### src/rtl/exbus_pkg.sv
package exbus_pkg;

  localparam int SHORT_W = 2;
  localparam int LONG_W  = 4;

  typedef enum logic [2:0] {
    PH_IDLE,
    PH_ADDR,
    PH_SETUP,
    PH_STROBE,
    PH_HOLD,
    PH_RECOV
  } phase_e;

  // Extensions for the phases after the address phase, captured at accept.
  typedef struct packed {
    logic [SHORT_W-1:0] t_setup;
    logic [LONG_W-1:0]  t_strobe;
    logic [SHORT_W-1:0] t_hold;
    logic [LONG_W-1:0]  t_recov;
  } late_timing_t;

endpackage

### src/rtl/exbus_phase_seq.sv
module exbus_phase_seq
  import exbus_pkg::*;
(
  input  logic               clk,
  input  logic               rst_n,
  input  logic               start,
  input  logic [SHORT_W-1:0] first_ext,
  input  late_timing_t       timing,
  output phase_e             phase,
  output logic               phase_last,
  output logic               done
);

  phase_e              phase_q, phase_d;
  logic [LONG_W-1:0]   cnt_q, cnt_d;
  logic                seq_en;

  always_comb begin
    phase_d = phase_q;
    cnt_d   = cnt_q;
    if (phase_q == PH_IDLE) begin
      if (start) begin
        phase_d = PH_ADDR;
        cnt_d   = LONG_W'(first_ext);
      end
    end else if (cnt_q != '0) begin
      cnt_d = cnt_q - 1'b1;
    end else begin
      case (phase_q)
        PH_ADDR: begin
          phase_d = PH_SETUP;
          cnt_d   = LONG_W'(timing.t_setup);
        end
        PH_SETUP: begin
          phase_d = PH_STROBE;
          cnt_d   = timing.t_strobe;
        end
        PH_STROBE: begin
          phase_d = PH_HOLD;
          cnt_d   = LONG_W'(timing.t_hold);
        end
        PH_HOLD: begin
          phase_d = PH_RECOV;
          cnt_d   = timing.t_recov;
        end
        default: begin
          phase_d = PH_IDLE;
          cnt_d   = '0;
        end
      endcase
    end
  end

  assign seq_en = start | (phase_q != PH_IDLE);

  always_ff @(posedge clk or negedge rst_n) begin
    if (!rst_n) begin
      phase_q <= PH_IDLE;
      cnt_q   <= '0;
    end else if (seq_en) begin
      phase_q <= phase_d;
      cnt_q   <= cnt_d;
    end
  end

  assign phase      = phase_q;
  assign phase_last = (phase_q != PH_IDLE) && (cnt_q == '0);
  assign done       = (phase_q == PH_RECOV) && (cnt_q == '0);

endmodule

### src/rtl/exbus_lane_io.sv
module exbus_lane_io
  import exbus_pkg::*;
#(
  parameter int DATA_W = 16
) (
  input  logic              clk,
  input  logic              rst_n,
  input  phase_e            phase,
  input  logic              phase_last,
  input  logic              is_wr,
  input  logic              is_byte,
  input  logic              narrow,
  input  logic              mux,
  input  logic [DATA_W-1:0] addr_lo,
  input  logic [DATA_W-1:0] wdata,
  input  logic [DATA_W-1:0] din,
  output logic [DATA_W-1:0] dout,
  output logic              doe,
  output logic [DATA_W-1:0] rdata
);

  localparam int LANE_W = DATA_W / 2;
  localparam int PAD_W  = DATA_W - LANE_W;

  logic [DATA_W-1:0] wr_lane;
  logic [DATA_W-1:0] rd_lane;
  logic [DATA_W-1:0] rdata_q;
  logic              cap_en;

  always_comb begin
    if (narrow) wr_lane = {{PAD_W{1'b0}}, wdata[LANE_W-1:0]};
    else        wr_lane = wdata;
  end

  always_comb begin
    if (narrow)
      rd_lane = {{PAD_W{1'b0}}, din[LANE_W-1:0]};
    else if (is_byte && addr_lo[0])
      rd_lane = {{PAD_W{1'b0}}, din[DATA_W-1:LANE_W]};
    else if (is_byte)
      rd_lane = {{PAD_W{1'b0}}, din[LANE_W-1:0]};
    else
      rd_lane = din;
  end

  always_comb begin
    doe  = 1'b0;
    dout = '0;
    case (phase)
      PH_ADDR: begin
        if (mux) begin
          doe  = 1'b1;
          dout = addr_lo;
        end
      end
      PH_SETUP, PH_STROBE, PH_HOLD: begin
        if (is_wr) begin
          doe  = 1'b1;
          dout = wr_lane;
        end
      end
      default: ;
    endcase
  end

  assign cap_en = (phase == PH_STROBE) && phase_last && !is_wr;

  always_ff @(posedge clk or negedge rst_n) begin
    if (!rst_n)      rdata_q <= '0;
    else if (cap_en) rdata_q <= rd_lane;
  end

  assign rdata = rdata_q;

endmodule

### src/rtl/exbus_ctrl.sv
module exbus_ctrl
  import exbus_pkg::*;
#(
  parameter int ADDR_W = 20,
  parameter int DATA_W = 16
) (
  input  logic               clk,
  input  logic               rst_n,
  input  logic [SHORT_W-1:0] cfg_addr_ext,
  input  logic [SHORT_W-1:0] cfg_setup_ext,
  input  logic [LONG_W-1:0]  cfg_strobe_ext,
  input  logic [SHORT_W-1:0] cfg_hold_ext,
  input  logic [LONG_W-1:0]  cfg_recov_ext,
  input  logic               cfg_narrow,
  input  logic               cfg_mux,
  input  logic               cfg_wr_en,
  input  logic               cfg_byte_half,
  input  logic               req_valid,
  output logic               req_ready,
  input  logic               req_write,
  input  logic               req_byte,
  input  logic [ADDR_W-1:0]  req_addr,
  input  logic [DATA_W-1:0]  req_wdata,
  output logic               resp_valid,
  output logic               resp_err,
  output logic [DATA_W-1:0]  resp_rdata,
  output logic [ADDR_W-1:0]  bus_addr,
  output logic [DATA_W-1:0]  bus_dout,
  output logic               bus_doe,
  input  logic [DATA_W-1:0]  bus_din,
  output logic               bus_cs_n,
  output logic               bus_rd_n,
  output logic               bus_wr_n
);

  // Reset: asserted asynchronously, released through two flops.
  logic rst_meta, rst_n_int;

  always_ff @(posedge clk or negedge rst_n) begin
    if (!rst_n) begin
      rst_meta  <= 1'b0;
      rst_n_int <= 1'b0;
    end else begin
      rst_meta  <= 1'b1;
      rst_n_int <= rst_meta;
    end
  end

  phase_e       phase;
  logic         phase_last;
  logic         done;
  late_timing_t timing_live, timing_q;
  logic         narrow_q, mux_q;
  logic         wr_q, byte_q;
  logic [ADDR_W-1:0] addr_q;
  logic [DATA_W-1:0] wdata_q;
  logic [DATA_W-1:0] rdata;
  logic         accept, refuse, start;
  logic         resp_v_q, resp_v_d, resp_e_q, resp_e_d;

  always_comb begin
    timing_live.t_setup  = cfg_setup_ext;
    timing_live.t_strobe = cfg_strobe_ext;
    timing_live.t_hold   = cfg_hold_ext;
    timing_live.t_recov  = cfg_recov_ext;
  end

  assign req_ready = rst_n_int && (phase == PH_IDLE);
  assign accept    = req_valid && req_ready;
  assign refuse    = (req_write && !cfg_wr_en) ||
                     (!req_write && req_byte && !cfg_narrow && !cfg_byte_half);
  assign start     = accept && !refuse;

  // Request and mode snapshot, enabled by acceptance.
  always_ff @(posedge clk or negedge rst_n_int) begin
    if (!rst_n_int) begin
      timing_q <= '0;
      narrow_q <= 1'b0;
      mux_q    <= 1'b0;
      wr_q     <= 1'b0;
      byte_q   <= 1'b0;
      addr_q   <= '0;
      wdata_q  <= '0;
    end else if (accept) begin
      timing_q <= timing_live;
      narrow_q <= cfg_narrow;
      mux_q    <= cfg_mux;
      wr_q     <= req_write;
      byte_q   <= req_byte && !req_write;
      addr_q   <= req_addr;
      wdata_q  <= req_wdata;
    end
  end

  exbus_phase_seq u_seq (
    .clk        (clk),
    .rst_n      (rst_n_int),
    .start      (start),
    .first_ext  (cfg_addr_ext),
    .timing     (timing_q),
    .phase      (phase),
    .phase_last (phase_last),
    .done       (done)
  );

  exbus_lane_io #(.DATA_W(DATA_W)) u_lane (
    .clk        (clk),
    .rst_n      (rst_n_int),
    .phase      (phase),
    .phase_last (phase_last),
    .is_wr      (wr_q),
    .is_byte    (byte_q),
    .narrow     (narrow_q),
    .mux        (mux_q),
    .addr_lo    (addr_q[DATA_W-1:0]),
    .wdata      (wdata_q),
    .din        (bus_din),
    .dout       (bus_dout),
    .doe        (bus_doe),
    .rdata      (rdata)
  );

  // Response pulse.
  always_comb begin
    resp_v_d = (accept && refuse) || done;
    resp_e_d = accept && refuse;
  end

  always_ff @(posedge clk or negedge rst_n_int) begin
    if (!rst_n_int) begin
      resp_v_q <= 1'b0;
      resp_e_q <= 1'b0;
    end else begin
      resp_v_q <= resp_v_d;
      resp_e_q <= resp_e_d;
    end
  end

  assign resp_valid = resp_v_q;
  assign resp_err   = resp_e_q;
  assign resp_rdata = (resp_v_q && !resp_e_q) ? rdata : '0;

  // Bus control decode.
  assign bus_addr = (phase != PH_IDLE) ? addr_q : '0;
  assign bus_cs_n = !((phase == PH_SETUP) || (phase == PH_STROBE) || (phase == PH_HOLD));
  assign bus_rd_n = !((phase == PH_STROBE) && !wr_q);
  assign bus_wr_n = !((phase == PH_STROBE) && wr_q);

endmodule

### config.mk
export PLATFORM = sky130hd
export DESIGN_NAME = exbus_ctrl
export DESIGN_NICKNAME = d
export VERILOG_FILES = /design/src/rtl/exbus_pkg.sv /design/src/rtl/exbus_phase_seq.sv /design/src/rtl/exbus_lane_io.sv /design/src/rtl/exbus_ctrl.sv
export SDC_FILE = /design/constraint.sdc
export NUM_CORES = 1
export LEC_CHECK = 0
export BUFFER_PORTS_ARGS = -buffer_cell sky130_fd_sc_hd__clkbuf_2
export CORE_MARGIN = 2
export CORE_UTILIZATION = 51
export DETAILED_ROUTE_END_ITERATION = 8
export GPL_TIMING_DRIVEN = 0
export PLACE_DENSITY = 0.91
export SYNTH_ARGS = -nofsm -noshare
export SYNTH_HDL_FRONTEND = slang
export SYNTH_HIERARCHICAL = 1
export SYNTH_SLANG_ARGS = --single-unit
### constraint.sdc
create_clock -name clk -period 3.5 [get_ports clk]
set_input_delay 0.7 -clock clk [delete_from_list [all_inputs] [get_ports clk]]
set_output_delay 0.7 -clock clk [all_outputs]
set_load 0.005 [all_outputs]
### Yosys cells after proc, flatten, opt, wreduce, memory -nomap -nowiden

Index checks and enable logic that the tools add are counted.

| word-level totals | value |
|---|---|
| bits of input ports | 75 |
| register bits after elaboration | 79 |
| word-level logic and storage cells | 83 |
| output and inout bits | 59 |

| cells by class | value |
|---|---|
| $add $sub $neg | 1 |
| equality and inequality tests | 7 |
| bitwise operators | 1 |
| mux-type cells | 20 |
| reductions and logical operators | 37 |

Operators with widths:

| cell | count |
|---|---|
| $mux W16 | 7 |
| $pmux W16 S2 | 1 |
| $mux W20 | 1 |
| $logic_and A1 B1 Y1 | 16 |
| $pmux W4 S4 | 1 |
| $mux W4 | 3 |
| $pmux W3 S4 | 1 |
| $logic_not A1 Y1 | 10 |
| $mux W3 | 3 |
| $eq A3 B2 Y1 const B | 2 |
| $eq A3 B3 Y1 const B | 2 |
| $logic_not A4 Y1 | 1 |
| $logic_or A1 B1 Y1 | 4 |
| $reduce_bool A4 Y1 | 1 |
| $sub A4 B1 Y4 const B | 1 |
| $eq A3 B1 Y1 const B | 1 |
| $logic_not A3 Y1 | 1 |
| $reduce_and A3 Y1 | 1 |
| $reduce_bool A3 Y1 | 1 |
| $reduce_or A3 Y1 | 1 |
| $mux W1 | 2 |
| $ne A2 B1 Y1 const B | 1 |
| $ne A2 B2 Y1 const B | 1 |
| $pmux W1 S2 | 1 |
| other kinds (2) | 2 |

### Logic depth before layout (Yosys ltp)

| logic depth | value |
|---|---|
| depth after elaboration | 9 |
| depth in mapped cells | 9 |
| mapped depth without buffers | 7 |

### Hierarchy

Netlist, hierarchy kept.

Modules (own cells, without submodules):

| module | seq. area each (um^2) | area an instance (um^2) | cells each | instances |
|---|---|---|---|---|
| exbus_ctrl | 1,401.3 | 2,601.2 | 170 | 1 |
| exbus_lane_io | 400.4 | 988.4 | 88 | 1 |
| exbus_phase_seq | 175.2 | 546.8 | 65 | 1 |

### Least setup slack after synthesis

No wires, ideal clock.

| timing | value |
|---|---|
| kind | register to register |
| start | reg rst_n_int |
| end | reg u_seq.phase_q[0] (netlist: u_seq/phase[0]) |
| data arrival time | 3.550 ns |
| buffers on the path | 2 |
| required time | 3.413 ns |
| library setup time | 0.087 ns |
| cell stages (with the launch flop) | 8 |
| path slack | -0.137 ns |
| period minus slack after synthesis | 3.637 ns |
| cell sequence | dfrtp_1 -> and3_4 -> buf_12 -> buf_8 -> nor2b_1 -> mux2i_1 -> or2_2 -> a22oi_1 |

| between the ends | value |
|---|---|
| longest elaborated chain between the ends | 5 |
| elaborated cells on any way between the ends | 6 |
| classes of those cells | eq/ne (1); bitwise (1); reduce/logical (4) |

RTL lines:

| element | RTL line | source |
|---|---|---|
| start: declaration | exbus_ctrl.sv:37 | `logic rst_meta, rst_n_int;` |
| start signal: assignment | exbus_ctrl.sv:45 | `rst_n_int <= rst_meta;` |
| $logic_and A1 B1 Y1 (*) | exbus_ctrl.sv:68 | `assign req_ready = rst_n_int && (phase == PH_IDLE);` |
| $logic_and A1 B1 Y1 (*) | exbus_ctrl.sv:69 | `assign accept = req_valid && req_ready;` |
| $logic_and A1 B1 Y1 (*) | exbus_ctrl.sv:72 | `assign start = accept && !refuse;` |
| named net start | exbus_ctrl.sv:58 | `logic accept, refuse, start;` |
| $ne A2 B1 Y1 (no line) / $or A1 B1 Y1 (equally long branches) | n/a |  |
| $reduce_and A3 Y1 (no line) (*) | n/a |  |
| end signal: assignment | exbus_phase_seq.sv:61 | `phase_q <= phase_d;` |
| end: declaration | exbus_phase_seq.sv:14 | `phase_e phase_q, phase_d;` |

The timed path passes the listed nets; every way through them passes the cells marked *.
A chain may end at the register's enable or synchronous reset.

==> flow_summary.toml <==
[outcome]
status = "finished clean"

[worst_setup_path]
cp-start-kind = "flip-flop"
required_ns = 2.80
crit_fanout = 14
cp_top_family = "compound AO/OA/AOI/OAI gates"
critPathBufInv = 1
slowest_stage = "dfrtp_1"
cp_slowest_stage_delay_ns = 0.58
critical_path.cell_chain = "or3b_4 -> a211oi_4 -> a22o_1 -> clkbuf_2"
arrival_ns = 2.22
critPathCaptureType = "primary output"
path_class = "flip-flop to primary output"

[synthesis]
ys_seq_area_frac = 0.478
synth_cell_types = 54
synth.cell_area_sq_mm = 0.00414
avgSynthCellArea_sq_um = 12.8
synth_edf_count = 0
async_flop_share = 1.00
ys_dominant_reg_cell = "dfrtp_1"
yosysWarnings = 6
ys_ff_latch = 79
syn_inst = 323
synth_nets = 399

[cts]
cts_tree = "built"
cts.htree.levels = 3
cts_inserted_buffers = 9
clockBufferDepth = 2
cts_root_buffer = "clkbuf_8"
clock_latency_ns = 0.34
clk_pin_slew_ns = 0.08
cts_hold_buf = 0
cts-resized-gates = 0
cts.sinks = 79
post-cts-setup-buffers = 0

[timing]
setup_viol = 0
rsz0062_at_grt = "no"
fin_skew_ns = 0.00946
hold_violations = 0
clock.fmax_mhz = 343
min_period_ns = 2.92
finalCritPeriodShare = 0.834
tns_ns = 0
worstMarginPinSlew_ns = 0.602
maxSlewHeadroom = 0.596
report.final.slew_viol_count = 0

[global_routing]
antenna_found_initial = 0
grt_first_pass_wirelength_mm = 14.9
grt_remaining_overflow = 0
grt.total_usage = 0.217
first_global_vias = 3129
grt_max_degree = 71

[floorplanning]
core.rowCount = 32
die_x_um = 94.1
die_h_um = 94.1
start_util = 0.530
die_area_sq_mm = 0.00885
ioPinCount = 134
coreArea_sq_mm = 0.00781

[pwr]
p_leak_nw = 2.54
p_per_area_mw_per_mm2 = 834
ir_drop_v = 0.000414

[job]
maxCapViolCount = 0

[placed_design]
place.gp.congestion = 0.867
dp.cells = 559
port_buffers = 133
dp_hpwl_mm = 7.20

[detailed_routing]
wl_mm = 9.46
drc = 0
drt_iter0_drc = 91
ant_nets = 0
viasPerCell = 5.45
detail_route.first_pass.iterations = 4
vias = 3131
wl_per_cell_um = 16.5

[layout]
final_cells = 574
fin_nets = 544
layout-drive-gt1-share = 0.487
insertedDiodeCount = 0
syn2layout_area_growth_pct = 25.0
fillCellCount = 612

[hold_path]
hp-class = "primary input to asynchronous set/reset pin"
## through the flow
stage	hold WS (ns)	power (mW)	instance area [sq um]	worst slack, ns	utilization
final	0.130	4.31	5170	0.582	0.663
after global placement	0.340	3.49	4930	0.170	0.632
after global routing	0.118	4.60	5170	0.524	0.663
after floorplan	0.331	2.95	4140	0.720	-
after detailed placement	0.158	3.61	4960	0.956	0.635
after CTS	0.117	4.35	5170	0.602	0.663
## final cells by class
class                           count  area (sq um)  share of cell area
Buffer                             18           183              0.0353
Inverter                            8          30.0             0.00581
Multi-Input combinational cell    218          1950               0.376
Sequential cell                    79          1980               0.383
Tap cell                          102           128              0.0247
Clock buffer                       11           141              0.0273
Timing Repair Buffer              134           693               0.134
Clock inverter                      4          70.1              0.0135
## worst reg2reg max path: stages (launching register included)
cell      delay (ns)
dfrtp_1         0.41
inv_1           0.10
ha_1            0.22
or3b_1          0.39
buf_6           0.15
nor2_1          0.13
nand4b_2        0.23
nor2_2          0.44
mux2_2          0.40
## sequential cells by signal (all words and copies together), names as in the netlist, 2 cells and up, named ones only
register / cells
u_seq/cnt_q: 4
addr_q: 20
u_seq/phase: 2
u_lane/rdata: 16
timing_q: 12
wdata_q: 16
## worst paths after layout
path / from / end / slack (ns) / cells after the start
setup / recovery: flip-flop / bus_dout[8] / 0.58 / 4
hold / removal: rst_n / rst_meta / 0.13 / 1
setup reg to reg: u_seq/cnt_q[0] / u_lane/rdata[2] / 0.92 / 8
hold reg to reg: rst_n_int / timing_q[5] / 0.16 / 0
max in group asynchronous: rst_n_int / u_lane/rdata[11] / 2.78 / 1
min in group clk: rst_meta / rst_n_int / 0.39 / 0
## power breakdown
part	switching (mW)	total [mW]	internal, mW
Combinational	0.829	1.91	1.08
Sequential	0.336	1.68	1.34
Clock	0.310	0.726	0.415
## cells in the mapped netlist, types with 3 or more instances
cell type  instances  area share
a22o_1            16       0.034
o21ai_0           11       0.013
mux2_4            40        0.15
nand2_1           13       0.012
inv_1              8      0.0073
o31ai_1            8       0.015
buf_12             5       0.024
nor2_1             7      0.0064
dfrtp_1           79        0.48
a21oi_1            3      0.0036
a211oi_1           3      0.0054
mux2_1            11       0.030
nor3_1             3      0.0036
buf_2              3      0.0036
clkbuf_1           6      0.0054
nor2b_1           22       0.033
mux2i_1            7       0.017
or3_1              3      0.0045
and2_1            18       0.027
mux2_2            16       0.044
## logic make-up (layout without fill, tap and decap cells)
| logic type | Yosys count | count (layout) | share of synthesized area |
|---|---|---|---|
| DFF | 79 | 79 | 0.478 |
| buffers and inverters | 26 | 175 | 0.0514 |
| AOI/OAI and AO/OA | 55 | 55 | 0.101 |
| muxes | 74 | 74 | 0.236 |
| other | 1 | 1 | 0.000907 |
| and+or+nand+nor | 87 | 87 | 0.130 |
| adders and majority gates | 1 | 1 | 0.00302 |
## cell usage in the layout, fill, tap and decap left out, types with 5 or more instances in the layout
| cell | n |
|---|---|
| clkbuf_8 | 10 |
| dfrtp_1 | 78 |
| mux2_4 | 40 |
| buf_12 | 5 |
| and2_1 | 18 |
| mux2_1 | 11 |
| clkbuf_1 | 7 |
| inv_1 | 8 |
| mux2_2 | 16 |
| nand2_1 | 13 |
| a22o_1 | 16 |
| o31ai_1 | 8 |
| o21ai_0 | 11 |
| mux2i_1 | 7 |
| clkbuf_2 | 133 |
| nor2_1 | 7 |
| nor2b_1 | 22 |
## layer usage
metal	global-route usage	wire length [um]
met2	0.368	4730
met4	0.0737	121
met1	0.280	4100
met3	0.0393	513
met5	0	0
Note: power is estimated with default switching activity, not from simulation.
